**src/rtl/ifetch_pkg.sv**
```systemverilog
package ifetch_pkg;

   typedef enum logic [2:0] {
      FS_IDLE,
      FS_OPC,
      FS_REST,
      FS_DONE,
      FS_HALT
   } fstate_t;

   // Total instruction length selected by the leading byte
   function automatic int unsigned opcode_len(input logic [7:0] op);
      int unsigned n;
      n = 1;
      if (op[7:3] == 5'b10110)
         n = 2;
      else if (op[7:3] == 5'b10111)
         n = 3;
      else begin
         case (op)
            8'hE8, 8'hE9:                n = 3;
            8'hEA:                       n = 5;
            8'hC7:                       n = 6;
            8'h04, 8'h0C, 8'h24, 8'h3C:  n = 2;
            default:                     n = 1;
         endcase
      end
      return n;
   endfunction

endpackage

```
**src/rtl/ifetch_agen.sv**
```systemverilog
module ifetch_agen #(
   parameter int SEG_W  = 16,
   parameter int OFS_W  = 16,
   parameter int SHIFT  = 4,
   parameter int ADDR_W = 20
) (
   input  logic [SEG_W-1:0]  seg,
   input  logic [OFS_W-1:0]  ofs,
   output logic [ADDR_W-1:0] addr
);
   localparam int BASE_W = SEG_W + SHIFT;
   localparam int FULL_W = ((BASE_W > OFS_W) ? BASE_W : OFS_W) + 1;

   logic [FULL_W-1:0] sum;

   assign sum = (FULL_W'(seg) << SHIFT) + FULL_W'(ofs);

   generate
      if (ADDR_W <= FULL_W) begin : g_trunc
         assign addr = sum[ADDR_W-1:0];
      end else begin : g_extend
         assign addr = {{(ADDR_W-FULL_W){1'b0}}, sum};
      end
   endgenerate

   initial begin
      assert (SHIFT >= 0 && ADDR_W > 0 && SEG_W > 0 && OFS_W > 0)
         else $error("ifetch_agen: bad widths");
   end
endmodule

```
**src/rtl/ifetch_len_dec.sv**
```systemverilog
module ifetch_len_dec #(
   parameter int MAX_LEN = 6,
   parameter int LEN_W   = 3
) (
   input  logic [7:0]       opcode,
   output logic [LEN_W-1:0] len
);
   import ifetch_pkg::*;

   int unsigned raw;

   always_comb raw = opcode_len(opcode);

   generate
      if (MAX_LEN >= 6) begin : g_full
         assign len = LEN_W'(raw);
      end else begin : g_clamp
         assign len = (raw > MAX_LEN) ? LEN_W'(MAX_LEN) : LEN_W'(raw);
      end
   endgenerate


   always_comb begin
      len_range_chk: assert (len >= 1 && len <= MAX_LEN);
   end

   initial begin
      assert (MAX_LEN >= 1 && (1 << LEN_W) > MAX_LEN)
         else $error("ifetch_len_dec: LEN_W too small");
   end
endmodule

```
**src/rtl/ifetch_ir_reg.sv**
```systemverilog
module ifetch_ir_reg #(
   parameter int LANES  = 6,
   parameter int BYTE_W = 8,
   parameter int IDX_W  = 3
) (
   input  logic                    clk,
   input  logic                    rst_n,
   input  logic                    wr_en,
   input  logic                    first,
   input  logic [IDX_W-1:0]        wr_idx,
   input  logic [BYTE_W-1:0]       wr_data,
   output logic [LANES*BYTE_W-1:0] ir_flat
);
   generate
      for (genvar k = 0; k < LANES; k++) begin : g_lane
         logic [BYTE_W-1:0] lane_q;
         always_ff @(posedge clk or negedge rst_n) begin
            if (!rst_n)
               lane_q <= '0;
            else if (wr_en && wr_idx == IDX_W'(k))
               lane_q <= wr_data;
            else if (first)
               lane_q <= '0;
         end
         assign ir_flat[k*BYTE_W +: BYTE_W] = lane_q;
      end
   endgenerate


   upper_clear_chk: assert property (@(posedge clk) disable iff (!rst_n)
      first |=> ir_flat[LANES*BYTE_W-1:BYTE_W] == '0);

   initial begin
      assert (LANES >= 2 && (1 << IDX_W) > LANES)
         else $error("ifetch_ir_reg: bad lane configuration");
   end
endmodule

```
**src/rtl/ifetch_unit.sv**
```systemverilog
module ifetch_unit #(
   parameter int          SEG_W   = 16,
   parameter int          ADDR_W  = 20,
   parameter int          SHIFT   = 4,
   parameter int          MAX_LEN = 6,
   parameter logic [7:0]  HALT_OP = 8'hF4,
   parameter int          LEN_W   = $clog2(MAX_LEN + 1)
) (
   input  logic                   clk,
   input  logic                   rst_n,
   input  logic                   start,
   input  logic                   next,
   input  logic [SEG_W-1:0]       cs_in,
   input  logic [SEG_W-1:0]       ip_in,
   output logic                   mem_req,
   output logic [ADDR_W-1:0]      mem_addr,
   input  logic                   mem_rdy,
   input  logic [7:0]             mem_data,
   output logic [MAX_LEN*8-1:0]   ir_bytes,
   output logic [LEN_W-1:0]       ir_len,
   output logic [SEG_W-1:0]       ip_out,
   output logic                   valid,
   output logic                   halted
);
   import ifetch_pkg::*;

   fstate_t          st_q, st_d;
   logic [SEG_W-1:0] seg_q, ip_q;
   logic [LEN_W-1:0] len_q, cnt_q, dec_len, tgt_len, rcv_cnt;
   logic [7:0]       opc_q, lead_op;
   logic             valid_q, accept, in_opc, last;

   assign mem_req = (st_q == FS_OPC) || (st_q == FS_REST);
   assign accept  = mem_req && mem_rdy;
   assign in_opc  = (st_q == FS_OPC);

   ifetch_len_dec #(.MAX_LEN(MAX_LEN), .LEN_W(LEN_W)) u_len (
      .opcode (mem_data),
      .len    (dec_len)
   );

   ifetch_agen #(.SEG_W(SEG_W), .OFS_W(SEG_W), .SHIFT(SHIFT), .ADDR_W(ADDR_W)) u_agen (
      .seg  (seg_q),
      .ofs  (ip_q),
      .addr (mem_addr)
   );

   ifetch_ir_reg #(.LANES(MAX_LEN), .BYTE_W(8), .IDX_W(LEN_W)) u_ir (
      .clk     (clk),
      .rst_n   (rst_n),
      .wr_en   (accept),
      .first   (accept && in_opc),
      .wr_idx  (rcv_cnt),
      .wr_data (mem_data),
      .ir_flat (ir_bytes)
   );

   assign tgt_len = in_opc ? dec_len : len_q;
   assign rcv_cnt = in_opc ? '0 : cnt_q;
   assign last    = (rcv_cnt + LEN_W'(1)) == tgt_len;
   assign lead_op = in_opc ? mem_data : opc_q;

   always_comb begin
      st_d = st_q;
      case (st_q)
         FS_IDLE: if (start) st_d = FS_OPC;
         FS_OPC, FS_REST: begin
            if (accept) begin
               if (last)
                  st_d = (lead_op == HALT_OP) ? FS_HALT : FS_DONE;
               else
                  st_d = FS_REST;
            end
         end
         FS_DONE: if (next) st_d = FS_OPC;
         FS_HALT: st_d = FS_HALT;
         default: st_d = FS_IDLE;
      endcase
   end

   always_ff @(posedge clk or negedge rst_n) begin
      if (!rst_n) begin
         st_q    <= FS_IDLE;
         seg_q   <= '0;
         ip_q    <= '0;
         len_q   <= '0;
         cnt_q   <= '0;
         opc_q   <= '0;
         valid_q <= 1'b0;
      end else begin
         st_q    <= st_d;
         valid_q <= accept && last;
         if (st_q == FS_IDLE && start) begin
            seg_q <= cs_in;
            ip_q  <= ip_in;
         end
         if (accept) begin
            ip_q  <= ip_q + SEG_W'(1);
            cnt_q <= rcv_cnt + LEN_W'(1);
            if (in_opc) begin
               len_q <= dec_len;
               opc_q <= mem_data;
            end
         end
      end
   end

   assign ir_len = len_q;
   assign ip_out = ip_q;
   assign valid  = valid_q;
   assign halted = (st_q == FS_HALT);


   req_hold_chk: assert property (@(posedge clk) disable iff (!rst_n)
      (mem_req && !mem_rdy) |=> (mem_req && $stable(mem_addr)));


   ip_step_chk: assert property (@(posedge clk) disable iff (!rst_n)
      accept |=> (ip_q == $past(ip_q) + SEG_W'(1)));


   valid_pulse_chk: assert property (@(posedge clk) disable iff (!rst_n)
      valid |=> !valid);


   no_return_idle_chk: assert property (@(posedge clk) disable iff (!rst_n)
      (st_q != FS_IDLE) |=> (st_q != FS_IDLE));


   halt_sticky_chk: assert property (@(posedge clk) disable iff (!rst_n)
      halted |=> (halted && !mem_req));

   initial begin
      assert (ADDR_W <= SEG_W + SHIFT + 1 && MAX_LEN >= 1)
         else $error("ifetch_unit: unsupported parameter set");
   end
endmodule

```
**config.mk**
```make
export PLATFORM = sky130hd
export DESIGN_NAME = ifetch_unit
export DESIGN_NICKNAME = d
export VERILOG_FILES = /design/src/rtl/ifetch_pkg.sv /design/src/rtl/ifetch_agen.sv /design/src/rtl/ifetch_len_dec.sv /design/src/rtl/ifetch_ir_reg.sv /design/src/rtl/ifetch_unit.sv
export SDC_FILE = /design/constraint.sdc
export NUM_CORES = 1
export LEC_CHECK = 0
export BUFFER_PORTS_ARGS = -buffer_cell sky130_fd_sc_hd__buf_4
export CORE_ASPECT_RATIO = 2
export CORE_MARGIN = 2
export CORE_UTILIZATION = 54
export DETAILED_ROUTE_END_ITERATION = 10
export GPL_TIMING_DRIVEN = 0
export PLACE_DENSITY = 0.91
export SETUP_SLACK_MARGIN = 0.3
export SLEW_MARGIN = 25
export SYNTH_ARGS = -nofsm -noshare
export SYNTH_HDL_FRONTEND = slang
export SYNTH_HIERARCHICAL = 1
export SYNTH_SLANG_ARGS = --single-unit
```
**constraint.sdc**
```tcl
create_clock -name clk -period 3.2 [get_ports clk]
set_clock_uncertainty 0.15 [all_clocks]
set_input_delay 0.16 -clock clk [delete_from_list [all_inputs] [get_ports clk]]
set_output_delay 0.16 -clock clk [all_outputs]
set_load 0.03 [all_outputs]
```
==> After elaboration in Yosys (flattened, before gate mapping) <==
Cells that the tools add are included.
{ "op_classes": {"addsub": 3, "eq_ne": 24, "muxes": 21, "reduce_logical": 24} }
{ "ops": {"columns": ["op", "n"], "rows": [
  ["two-way mux 8 bit", 8],
  ["equality test 8 bit, second input constant", 5],
  ["two-way mux 16 bit", 2],
  ["two-way mux 3 bit", 9],
  ["one-hot mux 3 bit (4 select lines)", 2],
  ["adder 20 x 16 -> 20 bit", 1],
  ["adder 16 x 1 -> 16 bit, second input constant", 1],
  ["equality test 8 x 6 -> 1 bit, second input constant", 2],
  ["nonzero test 2 bit", 7],
  ["equality test 3 x 2 -> 1 bit, second input constant", 4],
  ["equality test 5 bit, second input constant", 2],
  ["logical AND 1 bit", 10],
  ["equality test 3 bit, second input constant", 3],
  ["equality test 8 x 3 -> 1 bit, second input constant", 1],
  ["equality test 8 x 4 -> 1 bit, second input constant", 1],
  ["equality test 3 x 1 -> 1 bit, second input constant", 2],
  ["logical NOT 3 bit", 2],
  ["!= test 2 bit, second input constant", 3],
  ["OR reduction 2 bit", 2],
  ["OR reduction 4 bit", 1],
  ["adder 3 x 1 -> 3 bit, second input constant", 1],
  ["equality test 3 bit", 1],
  ["AND reduction 3 bit", 1],
  ["logical OR 1 bit", 1]
]} }
{ "word_totals": {"ff_bits": 98, "inputBits": 45, "out_inout_bits": 90, "elab_cells": 85} }

==> Depth between registers and ports, before layout <==
{ "depth": {"depth_word": 10, "ltp_mapped": 9, "mapped_depth_nobuf": 7} }

==> By module <==
The synthesis kept the hierarchy.
{ "by_module_without_submodules": {"columns": ["mod", "n_inst", "cells_each", "area_each_um2"], "rows": [
  ["ifetch_unit", 1, 261, 2585.0],
  ["ifetch_ir_reg", 1, 159, 2170.8],
  ["ifetch_agen", 1, 108, 820.8],
  ["ifetch_len_dec", 1, 15, 136.4]
]} }

==> Least setup slack after synthesis <==
OpenSTA, ideal clock, no wires.
{ "synth_path": {"path_kind": "reg-to-output", "from": "reg ip_q[4] (netlist: ip_out[4])", "to": "out mem_addr[16]", "t_arrival_ns": 2.518, "required_time_ns": 2.890, "path_slack_ns": 0.372, "path_stages_with_launch": 7, "n_path_buf": 0, "cell_sequence": "dfrtp_1 > ha_1 > fa_1 > a21o_1 > a221oi_4 > nor3_1 > nor3_1"} }
{ "synth_via": {"elab_chain_cells": 1} }
{ "synth_rtl": {"columns": ["element", "line_no", "rtl"], "rows": [
  ["start, declared", "ifetch_unit.sv:28", "logic [SEG_W-1:0] seg_q, ip_q;"],
  ["start signal, assigned", "ifetch_unit.sv:95", "ip_q <= ip_in;"],
  ["start signal, assigned", "ifetch_unit.sv:98", "ip_q <= ip_q + SEG_W'(1);"],
  ["adder 20 x 16 -> 20 bit", "ifetch_agen.sv:16", "assign sum = (FULL_W'(seg) << SHIFT) + FULL_W'(ofs);"],
  ["end, declared", "ifetch_unit.sv:16", "output logic [ADDR_W-1:0] mem_addr,"]
]} }
Every way passes these cells.

==> Worst setup path after layout <==
{ "layout_path": {"from": "reg ip_q[4] (netlist: ip_out[4])", "to": "out mem_addr[14]"} }
The elaborated chain is that of the path after synthesis.

==> results by group <==
Timing
  • RSZ-0062 raised after global routing: yes
  • Setup TNS: 0 ns
  • Worst-margin pin slew: 0.979 ns
  • Max-slew violations: 0
  • Final setup fails: 0
  • Max_slew headroom: 34.2%
  • Final worst slack: 0.334 ns
  • Final worst path period share: between 80% and 90%
  • Fmax: 349 MHz
  • Tmin final: 2.87 ns
  • Final Hold Fails: 0

Final layout
  • Commonest non-fill, non-tap cell in the layout: buf_4
  • Layout net count: 787
  • Final core occ: 72.7%
  • Most frequent cells in the layout: buf_4 (145), dfrtp_1 (97), nand2_1 (69)
  • Area Growth Syn to Fin: 32.5%
  • Diode count: 0
  • Share of layout cells above drive strength 1: 35.4%
  • Fin area: 7570 um2

Die
  • IO Count: 135
  • Die ar.: 11500 um2
  • Die W: about 77 um
  • Die Y: 149 um
  • Row cnt: 53
  • Core Area: roughly 10000 um2
  • Initial Utilization: 54.9%

Clock tree
  • Clock transition at path regs: 0.07 ns
  • Clk_lat worst skew: 0.34 ns
  • H-tree levels: 3
  • Total CTS buffers: 9
  • TritonCTS clock tree: built
  • CTS sink cnt: 98
  • CTS Root Cell: clkbuf_16
  • CTS max path bufs: 2

Worst setup path
  • Critical Path Fanout Max: 8
  • FF-to-FF End: st_q[0]$_DFFE_PN0P_
  • Worst r2r src: st_q[0]$_DFFE_PN0P_
  • Setup CP Type: reg -> out
  • WP buf/inv: 2
  • Reg2reg path depth: 8
  • CP endpoint kind: output port
  • Crit-path cells: ha_2 > fa_1 > a21o_1 > a221oi_4 > buf_12 > o21ai_0 > xor2_1 > buf_4
  • Cell family with most CP delay: compound AO/OA/AOI/OAI gates
  • Flop2flop setup slack: 0.43 ns
  • Crit path max-delay cell type: dfrtp_2
  • Worst EP required: 2.89 ns
  • Worst Setup Start Kind: flip-flop
  • Peak per-stage delay on the critical path: 0.43 ns
  • Worst EP arrival: 2.56 ns
  • Stages on worst setup path: 8

Drt
  • DRT Wirelength: 16300 um
  • # DRC: 0
  • DR WL/cell: 18.8 um
  • Via density: between 5 and 6
  • Drt pass-1 iters: 10
  • Post-route ant nets: 0
  • Initial drt markers: ~380
  • Routed vias: 5099

Global routing
  • Number of global-route vias before repair: 5344
  • First-pass GRT wire length: ~25000 um
  • GRT met3 Usage: 5.25%
  • Largest net degree at the start of global routing: about 100
  • GR Util met1: 26.6%
  • Grt peak-use layer: met2
  • GR met2 Demand/Resource: 54.3%
  • GR Overflow Total: 0
  • Initial antenna violation count: 0
  • Total Routing Usage GR: between 20% and 30%

Power and ir drop
  • Static Leak: ~3.7 nW
  • Pwr dens: 1200 nW/um2
  • VDD IR max: 0.000856 V

Synth
  • FFs w/ async S/R, synth: 100%
  • Synthesized Nets: 603
  • Synth warn: 6
  • Register area share after synthesis: between 40% and 50%
  • Number of flops mapped to enable cells by yosys: 0
  • Mapped Avg Cell Area: 10.5 um2
  • Register bit total from synthesis: 98
  • Ys flop type: dfrtp_1
  • Cell Area, Synth: 5710 um2
  • Yosys cell types: 67
  • Gate Count Post-Synth: around 540

Outcome
  • Run status: finished clean

Placement
  • Dpl ws: slightly below 0.1 ns
  • DP HPWL: 11500 um
  • Placed instance area: 6890 um2
  • Routability congestion estimate: 0.831
  • I/O Buffers: 134

Job
  • Max-cap check violation count: 0

Worst hold path
  • Hold Crit Depth: 4
  • Min-Delay Endpoint: ip_out[11]$_DFFE_PN0P_
  • Hold Crit Class: in -> reg
  • Hold_sp: ip_in[11]
[through the flow]
stage / std cells / hold slack (ns) / total power, W
after floorplan: 543 / -0.286 / 0.00603
final: 869 / 0.0301 / 0.00912
after CTS: 864 / 0.0198 / 0.00897
after global routing: 869 / 0.0454 / 0.00954
after global placement: 814 / 0.202 / 0.00765
after detailed placement: 814 / 0.165 / 0.00788
[sequential cells by signal, indices dropped and copies added (netlist names)]
register,flops
valid,1
u_ir/g_lane.lane_q,48
st_q,3
ir_len,3
seg_q,16
opc_q,8
cnt_q,3
ip_out,16
[where the power goes]
| group | switching, W | leakage [nW] | internal [W] |
|---|---|---|---|
| logic | 0.00345 | 2.30 | 0.00244 |
| registers | 0.000458 | 1.26 | 0.00179 |
| clock network | 0.000457 | 0.125 | 0.000527 |
[cells by family (layout without fill, tap and decap cells)]
kind of cell    Yosys count  after routing  share of synthesized area, %
fa+ha+maj                15             15                          3.42
simple gates            225            225                          21.9
xor+xnor                 16             16                          2.58
flops                    98             98                          42.9
mux                      65             65                          13.2
buf+inv                  44            233                          4.36
compound gates           80             80                          11.6
[cell type report]
class	instances	area [um2]
Clock buffer	10	229
Multi-Input combinational cell	401	3030
Inverter	14	53.8
Buffer	30	199
Timing Repair Buffer	173	1400
Sequential cell	98	2450
Tap cell	137	171
Fill cell	694	2840
Clock inverter	6	41.3
[worst max-delay path by stage]
stage,startpoint,end,slack [ns]
after floorplan,ip_out[4]$_DFFE_PN0P_,mem_addr[16],0.37
after global placement,st_q[0]$_DFFE_PN0P_,u_ir/g_lane[5].lane_q[6]$_DFFE_PN0P_,0.28
after global routing,ip_out[4]$_DFFE_PN0P_,mem_addr[14],0.26
after CTS,ip_out[4]$_DFFE_PN0P_,mem_addr[16],0.34
final,ip_out[4]$_DFFE_PN0P_,mem_addr[14],0.33
after detailed placement,st_q[0]$_DFFE_PN0P_,u_ir/g_lane[2].lane_q[2]$_DFFE_PN0P_,0.1
[cell usage after synthesis, types with 3 or more instances]
cell type  count  area, um2
o221ai_1       3       26.3
a21o_1         5       37.5
nand2_1       69        259
o21a_1         4       30.0
a311oi_1       5       43.8
buf_6          7       78.8
and2_1         3       18.8
nand4bb_1      4       45.0
o21ai_2        4       35.0
o2111a_1       3       33.8
nor3_1        11       55.1
buf_4          6       45.0
dfrtp_1       98       2450
nor3b_1        5       37.5
a221o_1        4       40.0
mux2i_1        5       50.1
and3_1         5       31.3
nor4b_1        4       35.0
o21ai_0        8       40.0
mux2_2        52        586
nor2b_1       53        332
nand4b_1       4       35.0
or3_1          7       43.8
mux2_4         8        120
nor2_1        22       82.6
nand2b_1       4       25.0
xor2_1         4       35.0
a31oi_1        3       18.8
o211ai_1       4       30.0
a211oi_1       5       37.5
buf_2          6       30.0
nand4_1        8       50.1
ha_1          14        175
a21oi_1       14       70.1
xnor2_1       11       96.3
clkbuf_1      11       41.3
nand3_1       14       70.1
inv_1         13       48.8
[per-layer routing]
| layer | routed length [um] | vias to the layer above | share of wire [%] |
|---|---|---|---|
| met5 | 0 | - | 0 |
| met4 | 654 | 0 | 4.0 |
| met3 | 969 | 48 | 5.9 |
| met2 | 9200 | 246 | 56 |
| met1 | 5510 | 2487 | 34 |
| li1 | - | 2318 | - |
[worst reg2reg max path, cell delays in order (launching register included)]
cell,delay [ns]
dfrtp_1,0.41
buf_6,0.16
nor3b_4,0.35
nor2b_1,0.20
ha_1,0.40
xor2_1,0.16
or3_1,0.36
o21a_1,0.20
o32ai_1,0.29
[repair_timing]
action                                  CTS  global route
hold endpoints to repair                129             0
hold buffers                             32             0
endpoints found under the setup margin   27            16
resized for setup                         4             2
pin swaps                                 2             4
buffers inserted                          2             5
(Power assumes the default switching activity.)
